**src/rtl/ifd_pkg.sv**
```systemverilog
package ifd_pkg;
    typedef enum logic {
        FS_IDLE = 1'b0,
        FS_FILL = 1'b1
    } fill_st_e;
endpackage

```
**src/rtl/ifd_fill_ctrl.sv**
```systemverilog
module ifd_fill_ctrl
    import ifd_pkg::*;
#(
    parameter int ADDR_W = 32,
    parameter int WORDS  = 8
) (
    input  logic              clk,
    input  logic              rst_n,
    input  logic              start,
    input  logic [ADDR_W-1:0] start_addr,
    input  logic              beat_valid,
    output logic              busy,
    output logic              mem_req,
    output logic [ADDR_W-1:0] line_addr,
    output logic              beat_we,
    output logic [$clog2(WORDS)-1:0] beat_word,
    output logic              done
);
    localparam int OFF_W  = $clog2(WORDS);
    localparam int LB     = OFF_W + 2;
    localparam int BASE_W = ADDR_W - LB;

    typedef struct packed {
        fill_st_e          st;
        logic [OFF_W-1:0]  cnt;
        logic              req;
        logic [BASE_W-1:0] base;
    } fc_t;

    fc_t q, d;

    logic unused_low;
    assign unused_low = ^start_addr[LB-1:0];

    always_comb begin
        d       = q;
        d.req   = 1'b0;
        beat_we = (q.st == FS_FILL) && beat_valid;
        done    = beat_we && (q.cnt == OFF_W'(WORDS - 1));
        case (q.st)
            FS_IDLE: begin
                if (start) begin
                    d.st   = FS_FILL;
                    d.cnt  = '0;
                    d.req  = 1'b1;
                    d.base = start_addr[ADDR_W-1:LB];
                end
            end
            FS_FILL: begin
                if (beat_valid) begin
                    d.cnt = q.cnt + 1'b1;
                    if (done) d.st = FS_IDLE;
                end
            end
            default: d.st = FS_IDLE;
        endcase
    end

    always_ff @(posedge clk or negedge rst_n) begin
        if (!rst_n) q <= '{st: FS_IDLE, cnt: '0, req: 1'b0, base: '0};
        else        q <= d;
    end

    assign busy      = (q.st == FS_FILL);
    assign mem_req   = q.req;
    assign line_addr = {q.base, {LB{1'b0}}};
    assign beat_word = q.cnt;

    // a fill request lasts one cycle only
    a_r1_req_single: assert property (@(posedge clk) disable iff (!rst_n)
        mem_req |=> !mem_req);
    // a new fill is never launched over a running one
    a_r1_no_restart: assert property (@(posedge clk) disable iff (!rst_n)
        start |-> !busy);
endmodule

```
**src/rtl/ifd_line_store.sv**
```systemverilog
module ifd_line_store #(
    parameter int ADDR_W = 32,
    parameter int DATA_W = 32,
    parameter int WORDS  = 8,
    parameter int LINES  = 4
) (
    input  logic              clk,
    input  logic              rst_n,
    input  logic [ADDR_W-1:0] fetch_addr,
    input  logic [ADDR_W-1:0] issue_addr,
    input  logic              fill_begin,
    input  logic [ADDR_W-1:0] begin_addr,
    input  logic [ADDR_W-1:0] fill_addr,
    input  logic              beat_we,
    input  logic [$clog2(WORDS)-1:0] beat_word,
    input  logic [DATA_W-1:0] beat_data,
    input  logic              beat_err,
    input  logic              fill_done,
    input  logic              inval_en,
    output logic              fetch_present,
    output logic [DATA_W-1:0] fetch_data,
    output logic              issue_present,
    output logic              issue_bad_tag
);
    localparam int OFF_W = $clog2(WORDS);
    localparam int IDX_W = (LINES > 1) ? $clog2(LINES) : 1;
    localparam int IDX_L = 2 + OFF_W;
    localparam int TAG_L = IDX_L + IDX_W;
    localparam int TAG_W = ADDR_W - TAG_L;

    typedef struct packed {
        logic [LINES-1:0]                         valid;
        logic [LINES-1:0][TAG_W-1:0]              tag;
        logic [LINES-1:0][WORDS-1:0][DATA_W-1:0]  data;
        logic [LINES-1:0][WORDS-1:0]              err;
    } ls_t;

    ls_t q, d;

    logic [IDX_W-1:0] fe_idx, is_idx, bg_idx, fl_idx;
    logic [OFF_W-1:0] fe_off, is_off;
    logic [TAG_W-1:0] fe_tag, is_tag, fl_tag;

    assign fe_idx = fetch_addr[IDX_L +: IDX_W];
    assign fe_off = fetch_addr[2 +: OFF_W];
    assign fe_tag = fetch_addr[ADDR_W-1:TAG_L];
    assign is_idx = issue_addr[IDX_L +: IDX_W];
    assign is_off = issue_addr[2 +: OFF_W];
    assign is_tag = issue_addr[ADDR_W-1:TAG_L];
    assign bg_idx = begin_addr[IDX_L +: IDX_W];
    assign fl_idx = fill_addr[IDX_L +: IDX_W];
    assign fl_tag = fill_addr[ADDR_W-1:TAG_L];

    logic unused_bits;
    assign unused_bits = ^{fetch_addr[1:0], issue_addr[1:0],
                           begin_addr[ADDR_W-1:TAG_L], begin_addr[IDX_L-1:0],
                           fill_addr[IDX_L-1:0]};

    always_comb begin
        d = q;
        if (fill_begin) d.valid[bg_idx] = 1'b0;
        if (beat_we) begin
            d.data[fl_idx][beat_word] = beat_data;
            d.err[fl_idx][beat_word]  = beat_err;
        end
        if (fill_done) begin
            d.valid[fl_idx] = 1'b1;
            d.tag[fl_idx]   = fl_tag;
        end
        if (inval_en) begin
            d.valid[is_idx] = 1'b0;
            d.err[is_idx]   = '0;
        end
    end

    always_ff @(posedge clk or negedge rst_n) begin
        if (!rst_n) q <= '0;
        else        q <= d;
    end

    assign fetch_present = q.valid[fe_idx] && (q.tag[fe_idx] == fe_tag);
    assign fetch_data    = q.data[fe_idx][fe_off];
    assign issue_present = q.valid[is_idx] && (q.tag[is_idx] == is_tag);
    assign issue_bad_tag = q.err[is_idx][is_off];

    // a machine check removes the struck line
    a_r9_line_dropped: assert property (@(posedge clk) disable iff (!rst_n)
        inval_en |=> !q.valid[$past(is_idx)]);
    // the last beat makes the line resident
    a_r1_line_valid: assert property (@(posedge clk) disable iff (!rst_n)
        fill_done |=> q.valid[$past(fl_idx)]);
endmodule

```
**src/rtl/ifd_mc_capture.sv**
```systemverilog
module ifd_mc_capture #(
    parameter int ADDR_W = 32
) (
    input  logic              clk,
    input  logic              rst_n,
    input  logic              bad_issue,
    input  logic [ADDR_W-1:0] bad_addr,
    output logic              mc_req,
    output logic [ADDR_W-1:0] save_addr,
    output logic              syndrome
);
    typedef struct packed {
        logic              req;
        logic              syn;
        logic [ADDR_W-1:0] addr;
    } mc_t;

    mc_t q, d;

    always_comb begin
        d     = q;
        d.req = 1'b0;
        if (bad_issue) begin
            d.req  = 1'b1;
            d.syn  = 1'b1;
            d.addr = bad_addr;
        end
    end

    always_ff @(posedge clk or negedge rst_n) begin
        if (!rst_n) q <= '0;
        else        q <= d;
    end

    assign mc_req    = q.req;
    assign save_addr = q.addr;
    assign syndrome  = q.syn;

    // the status bit never falls outside reset
    a_r8_syndrome_sticky: assert property (@(posedge clk) disable iff (!rst_n)
        syndrome |=> syndrome);
    // the saved address only moves with a request
    a_r7_addr_held: assert property (@(posedge clk) disable iff (!rst_n)
        !mc_req |-> $stable(save_addr));
endmodule

```
**src/rtl/ifd_unit.sv**
```systemverilog
module ifd_unit #(
    parameter int ADDR_W = 32,
    parameter int DATA_W = 32,
    parameter int WORDS  = 8,
    parameter int LINES  = 4
) (
    input  logic              clk,
    input  logic              rst_n,
    input  logic              fetch_req,
    input  logic [ADDR_W-1:0] fetch_addr,
    input  logic              fetch_cacheable,
    output logic              fetch_hit,
    output logic [DATA_W-1:0] fetch_data,
    output logic              mem_req,
    output logic [ADDR_W-1:0] mem_line_addr,
    input  logic              mem_beat_valid,
    input  logic [DATA_W-1:0] mem_beat_data,
    input  logic              mem_beat_err,
    input  logic              issue_valid,
    input  logic [ADDR_W-1:0] issue_addr,
    output logic              issue_kill,
    output logic              mc_req,
    output logic [ADDR_W-1:0] mc_save_addr,
    output logic              mc_syndrome_ifetch
);
    localparam int OFF_W = $clog2(WORDS);

    logic              busy, start, beat_we, done;
    logic [OFF_W-1:0]  beat_word;
    logic [ADDR_W-1:0] line_addr;
    logic              fe_present, is_present, is_bad_tag, bad_issue;

    assign start     = fetch_req && fetch_cacheable && !fe_present && !busy;
    assign bad_issue = issue_valid && is_present && is_bad_tag;

    ifd_fill_ctrl #(.ADDR_W(ADDR_W), .WORDS(WORDS)) i_fill (
        .clk        (clk),
        .rst_n      (rst_n),
        .start      (start),
        .start_addr (fetch_addr),
        .beat_valid (mem_beat_valid),
        .busy       (busy),
        .mem_req    (mem_req),
        .line_addr  (line_addr),
        .beat_we    (beat_we),
        .beat_word  (beat_word),
        .done       (done)
    );

    ifd_line_store #(.ADDR_W(ADDR_W), .DATA_W(DATA_W), .WORDS(WORDS), .LINES(LINES)) i_store (
        .clk           (clk),
        .rst_n         (rst_n),
        .fetch_addr    (fetch_addr),
        .issue_addr    (issue_addr),
        .fill_begin    (start),
        .begin_addr    (fetch_addr),
        .fill_addr     (line_addr),
        .beat_we       (beat_we),
        .beat_word     (beat_word),
        .beat_data     (mem_beat_data),
        .beat_err      (mem_beat_err),
        .fill_done     (done),
        .inval_en      (bad_issue),
        .fetch_present (fe_present),
        .fetch_data    (fetch_data),
        .issue_present (is_present),
        .issue_bad_tag (is_bad_tag)
    );

    ifd_mc_capture #(.ADDR_W(ADDR_W)) i_mc (
        .clk       (clk),
        .rst_n     (rst_n),
        .bad_issue (bad_issue),
        .bad_addr  (issue_addr),
        .mc_req    (mc_req),
        .save_addr (mc_save_addr),
        .syndrome  (mc_syndrome_ifetch)
    );

    assign fetch_hit     = fetch_req && fe_present;
    assign mem_line_addr = line_addr;
    assign issue_kill    = bad_issue;

    // no request unless an issue was killed the cycle before
    a_r3_silent_otherwise: assert property (@(posedge clk) disable iff (!rst_n)
        !issue_kill |=> !mc_req);
    // every request is preceded by a kill
    a_r6_req_after_kill: assert property (@(posedge clk) disable iff (!rst_n)
        mc_req |-> $past(issue_kill));
    // a kill only answers an actual issue attempt
    a_r5_kill_needs_issue: assert property (@(posedge clk) disable iff (!rst_n)
        issue_kill |-> issue_valid);
endmodule

```
**config.mk**
```make
export PLATFORM = sky130hd
export DESIGN_NAME = ifd_unit
export DESIGN_NICKNAME = d
export VERILOG_FILES = /design/src/rtl/ifd_pkg.sv /design/src/rtl/ifd_fill_ctrl.sv /design/src/rtl/ifd_line_store.sv /design/src/rtl/ifd_mc_capture.sv /design/src/rtl/ifd_unit.sv
export SDC_FILE = /design/constraint.sdc
export NUM_CORES = 2
export LEC_CHECK = 0
export BUFFER_PORTS_ARGS = -buffer_cell sky130_fd_sc_hd__buf_4
export CORE_UTILIZATION = 65
export CTS_BUF_LIST = sky130_fd_sc_hd__clkbuf_8
export DETAILED_ROUTE_END_ITERATION = 8
export PLACE_DENSITY = 0.93
export SLEW_MARGIN = 10
export SYNTH_ARGS = -nofsm -noshare
export SYNTH_HDL_FRONTEND = slang
export SYNTH_HIERARCHICAL = 1
export SYNTH_SLANG_ARGS = --single-unit
```
**constraint.sdc**
```tcl
create_clock -name clk -period 9.12 [get_ports clk]
set_input_delay 0.912 -clock clk [delete_from_list [all_inputs] [get_ports clk]]
set_output_delay 0.912 -clock clk [all_outputs]
set_load 0.05 [all_outputs]
```
# After elaboration in Yosys (flattened, before gate mapping)
# Index checks and enable logic that the tools add are counted.
dict set report op_classes {
  n_bitwise 8
  order_cmp 10
  reduce_logical 18
  n_eq_ne 5
  n_addsub 1
  mux 48
}
# cell n
set ops {}
lappend ops {{1024-bit bitwise mux} 1}
lappend ops {{256-bit binary-select mux with 2-bit select} 1}
lappend ops {{256-bit demux with 2-bit select} 1}
lappend ops {{256-bit two-way mux} 2}
lappend ops {{32-bit two-way mux} 5}
lappend ops {{104-bit two-way mux} 1}
lappend ops {{25-bit binary-select mux with 2-bit select} 2}
lappend ops {{100-bit bitwise mux} 1}
lappend ops {{32-bit binary-select mux with 3-bit select} 1}
lappend ops {{32-bit demux with 3-bit select} 1}
lappend ops {{25-bit two-way mux} 3}
lappend ops {{25-bit demux with 2-bit select} 1}
lappend ops {{25-bit equality test} 2}
lappend ops {{34-bit two-way mux} 1}
lappend ops {{32-bit AND} 1}
lappend ops {{32-bit bitwise mux} 1}
lappend ops {{8-bit demux with 2-bit select} 2}
lappend ops {{32-bit inverter} 1}
lappend ops {{28-bit two-way mux} 1}
lappend ops {{8-bit two-way mux} 3}
lappend ops {{8-bit binary-select mux with 2-bit select} 1}
lappend ops {{1-bit logical AND} 14}
lappend ops {{3-bit by 4-bit less-than comparator with 1-bit output (second input constant)} 3}
lappend ops {{4-bit two-way mux} 3}
lappend ops {{19 further kinds} 37}
dict set report totals {
  regBits 1226
  word_cells 138
}

# Longest topological paths before layout
dict set report logic_depth {
  word_depth 12
  ltp_mapped 13
  ltp_nobuf 9
}

# Cells and area by module
# The synthesis kept the hierarchy.
# module cells_each area_each_um2 n_inst
set by_module_without_submodules {}
lappend by_module_without_submodules {ifd_line_store 3276 53588.9 1}
lappend by_module_without_submodules {ifd_mc_capture 71 1397.6 1}
lappend by_module_without_submodules {ifd_fill_ctrl 82 1388.8 1}
lappend by_module_without_submodules {ifd_unit 3 26.3 1}

# Worst setup path after synthesis
# OpenSTA, ideal clock, no wires.
dict set report synth_path {
  kind {in2out}
  start {input port issue_addr[5]}
  end {output port issue_kill}
  cell_stages 8
  t_required_ps 8208
  path_slack_ps 5021
  t_arrival_ps 3187
  n_path_buf 2
  cell_sequence {buf_4 -> buf_2 -> mux4_2 -> xnor2_1 -> nand4_1 -> a2111oi_0 -> and4_1 -> and3_1}
}
dict set report synth_between {
  elab_chain_len 6
  elab_cells_between_ends 12
}
# element line
set synth_lines {}
lappend synth_lines {{start: declaration} ifd_unit.sv:20} ;# input logic [ADDR_W-1:0] issue_addr,
lappend synth_lines {{25-bit binary-select mux with 2-bit select} ifd_line_store.sv:83} ;# assign issue_present = q.valid[is_idx] && (q.tag[is_idx] == is_tag);
lappend synth_lines {{25-bit two-way mux (not written as such)} ifd_line_store.sv:83}
lappend synth_lines {{25-bit equality test} ifd_line_store.sv:83}
lappend synth_lines {{1-bit logical AND *} ifd_line_store.sv:83}
lappend synth_lines {{via is_present} ifd_unit.sv:31} ;# logic fe_present, is_present, is_bad_tag, bad_issue;
lappend synth_lines {{1-bit logical AND * (2 in a row)} ifd_unit.sv:34} ;# assign bad_issue = issue_valid && is_present && is_bad_tag;
lappend synth_lines {{end: declaration} ifd_unit.sv:21} ;# output logic issue_kill,
# The timed path passes the listed nets; every way through them passes the cells marked *. The select of a mux whose other input is x is not followed.

# Final worst setup path
dict set report layout_path {
  start {input port fetch_addr[5]}
  end {output port fetch_hit}
}
dict set report layout_between {
  elab_chain_len 5
  elab_cells_between_ends 7
}
# element line
set layout_lines {}
lappend layout_lines {{start: declaration} ifd_unit.sv:10} ;# input logic [ADDR_W-1:0] fetch_addr,
lappend layout_lines {{25-bit binary-select mux with 2-bit select} ifd_line_store.sv:81} ;# assign fetch_present = q.valid[fe_idx] && (q.tag[fe_idx] == fe_tag);
lappend layout_lines {{25-bit two-way mux (not written as such)} ifd_line_store.sv:81}
lappend layout_lines {{25-bit equality test} ifd_line_store.sv:81}
lappend layout_lines {{1-bit logical AND *} ifd_line_store.sv:81}
lappend layout_lines {{via fe_present} ifd_unit.sv:31}
lappend layout_lines {{1-bit logical AND *} ifd_unit.sv:80} ;# assign fetch_hit = fetch_req && fe_present;
lappend layout_lines {{end: declaration} ifd_unit.sv:12} ;# output logic fetch_hit,
# Marked as above.

==> out/qor.txt <==
Post-DRT Antenna Nets - 0
Multi-input gate area - 0.02446 sq mm
final net count - 3669
Area Growth Syn to Fin - 10.82%
Die Wd - 296.6 microns
Mean Syn Cell Area - 16.43 sq um
Fmax - 0.1695 GHz
synthesis-stage register bit count - 1226
hold_buf cts - 0
Worst EP required - 8.21 ns
Routed WL per cell - 28.91 microns
global route overflow - 0
register area - 0.03068 sq mm
CP startpoint - fetch_addr[5]
drt drc - 0
setup_tns - 0 ns
H-tree depth - 4
initial antenna violation count - 8
Relative slew margins - 13.43%
Setup Skew - 0.04809 ns
vias in the first global route - 35.23k
register area share after synthesis - 54.39%
Critical Path Source Type - input pin
Top FF cell, synth - dfrtp_1
Worst setup endpoint - fetch_hit
design area - 0.06250 sq mm
via count - 32.65k
clk sinks - 1226
final-report hold violation count - 0
IO buf count - 196
Die Y - 296.6 microns
first-pass GRT wire length - 216.2 mm
PwrDens - 295.4 mW/mm^2
worst slew pin tran - 1.296 ns
layout cells sized above 1 - 58.43%
final setup violation count - 0
Tot GR Track Use - 33.24%
GRT busiest layer - met2
met3 Track Usage GR - 8.032%
largest net degree at the start of global routing - 176
crit path cell chain - buf_8 -> buf_4 -> mux4_2 -> xor2_1 -> nor4_1 -> nand3_1 -> a2111oi_4 -> and2_2 -> buf_4
critical path class - in -> out
RSZ-0062 raised after global routing - no
Core Rows - 107
CP max stage cell - buf_4
Slew Viols, Final - 0
GP Congestion - 0.8276
Max Buffers Root-to-Sink - 3
Synth async-reset ratio - 100.0%
Worst Setup End Kind - output port
Die Area - 0.08795 sq mm
vias per std cell - 6.715
clk root buf - clkbuf_8
CTS clk-pin slew, worst paths - 0.06 ns
final core occ - 73.06%
Synth Warn # - 6
outcome - completed
worst path arrival time - 4.99 ns
Starting Density - 65.93%
Worst R2R End - i_fill/line_addr[20]
setup bufs post-CTS - 0
r2r worst-path depth - 8
TritonCTS clock tree - done
Tightest Hold Check Type - in -> async
CTS Buf Count - 189
Post-synth EDFFs - 0
setup slack, reg-to-reg - 5.27 ns
CTS resizes - 0
worst-skew pair later-pin latency - 0.87 ns
Leak - 29.34 nW
Worst VDD drop - 214.0 uV
met1 usage - 46.12%
first drt pass iteration count - 5
DP Area - 0.05859 sq mm
number of fill cells in the layout - 4802
I/O pins - 204
Mapped Area - 0.05640 sq mm
cell mode on critical path - buf_4
DP HPWL - 76.90 mm
Critical R2R Launch - i_store/q[1143]
total core area - 0.08555 sq mm
hold slack - 0.04985 ns
Cell variety after synth - 59
M2 GR Usage - 50.60%
worst-path fanout max - 74
Total Wirelength - 140.6 mm
fin crit share - 64.68%
crit path time final - 5.899 ns
Iter 0 DRT Violations - 3110
max cap viols - 0
Mapped Cells - 3432
slowest cell delay on critical path - 0.90 ns
-- metal layers --
layer	wire length (microns)	share of wire, %	up-vias
li1	-	-	13110
met1	55740	40	17600
met2	67730	48	1522
met3	11380	8.1	410
met4	5697	4.1	2
met5	13	0.0092	-
-- flip-flops by register name (all words and copies together) (netlist names) --
register / flops
i_mc/save_addr: 32
i_mc/mc_req: 1
i_mc/syndrome: 1
i_fill/mem_req: 1
i_fill/beat_word: 3
i_store/q: 1160
i_fill/busy: 1
i_fill/line_addr: 27
-- cell usage after synthesis, types with 8 or more instances --
cell	instances	area share [%]
clkbuf_1	202	1.3
xor2_1	23	0.36
xnor2_1	22	0.34
mux2_2	1171	23
mux2_4	48	1.3
nand2_1	38	0.25
mux4_2	369	15
buf_6	8	0.16
buf_4	8	0.11
nand3_1	12	0.11
mux2i_1	59	1.0
buf_2	55	0.49
buf_1	40	0.27
dfrtp_1	1226	54
a21oi_1	12	0.11
nor2_1	51	0.34
-- cells in the final DEF, fill, tap and decap left out, types with 23 or more instances in the layout --
cell,instances
mux2_2,1171
clkbuf_8,251
xor2_1,23
mux2_4,48
buf_4,246
inv_1,61
mux2i_1,59
nor2_1,35
dfrtp_1,1226
mux4_2,369
-- through the flow --
step | total power [W] | worst slack (ns) | std cells
detailed placement | 0.01371 | 3.303 | 4517
finish | 0.01846 | 3.221 | 4862
CTS | 0.01848 | 3.259 | 4853
floorplan | 0.01220 | 5.021 | 3436
global placement | 0.01331 | 3.353 | 4517
global route | 0.01926 | 3.067 | 4859
-- layout make-up --
class,instances,share of cell area (%)
clock inverter,85,0.6946
timing repair buffer,255,3.213
multi-input combinational,1888,39.13
tap,1144,2.290
inverter,4,0.02402
sequential,1226,49.08
antenna,9,0.03603
clock buffer,251,5.527
-- worst min-delay path by stage --
stage                   startpoint             end  slack [ns]  depth (start not counted)
finish                       rst_n  i_store/q[319]        0.05                          1
global route                 rst_n  i_store/q[319]        0.14                          1
CTS                          rst_n  i_store/q[319]        0.09                          1
detailed placement   i_mc/syndrome   i_mc/syndrome        0.45                          1
global placement     i_mc/syndrome   i_mc/syndrome        0.45                          1
floorplan           i_store/q[576]  i_store/q[576]        0.47                          1
-- report_power, final --
| group | switching, W | leakage [nW] | internal (W) |
|---|---|---|---|
| clock network | 0.00216 | 2.22 | 0.00248 |
| logic | 0.00215 | 10.9 | 0.00298 |
| registers | 0.00124 | 16.2 | 0.00746 |
-- kinds of logic (layout without fill, tap and decap cells) --
logic type	count (synthesis)	in the layout	synth area share, %
adders and majority gates	2	2	0.04436
DFF	1226	1226	54.39
buffers and inverters	322	595	2.569
muxes	1647	1647	40.44
AOI/OAI and AO/OA	37	37	0.5036
xor gates and xnor gates	45	45	0.6988
and+or+nand+nor	152	152	1.344
other	1	14	0.006649
-- worst max-delay path: cells and delay by family --
| kind | cells | cell delay [ns] |
|---|---|---|
| simple gates | 3 | 1.00 |
| xor+xnor | 1 | 0.17 |
| buf+inv | 3 | 1.73 |
| compound gates | 1 | 0.40 |
| mux | 1 | 0.63 |
No activity file was read; power rests on OpenSTA's default activity.
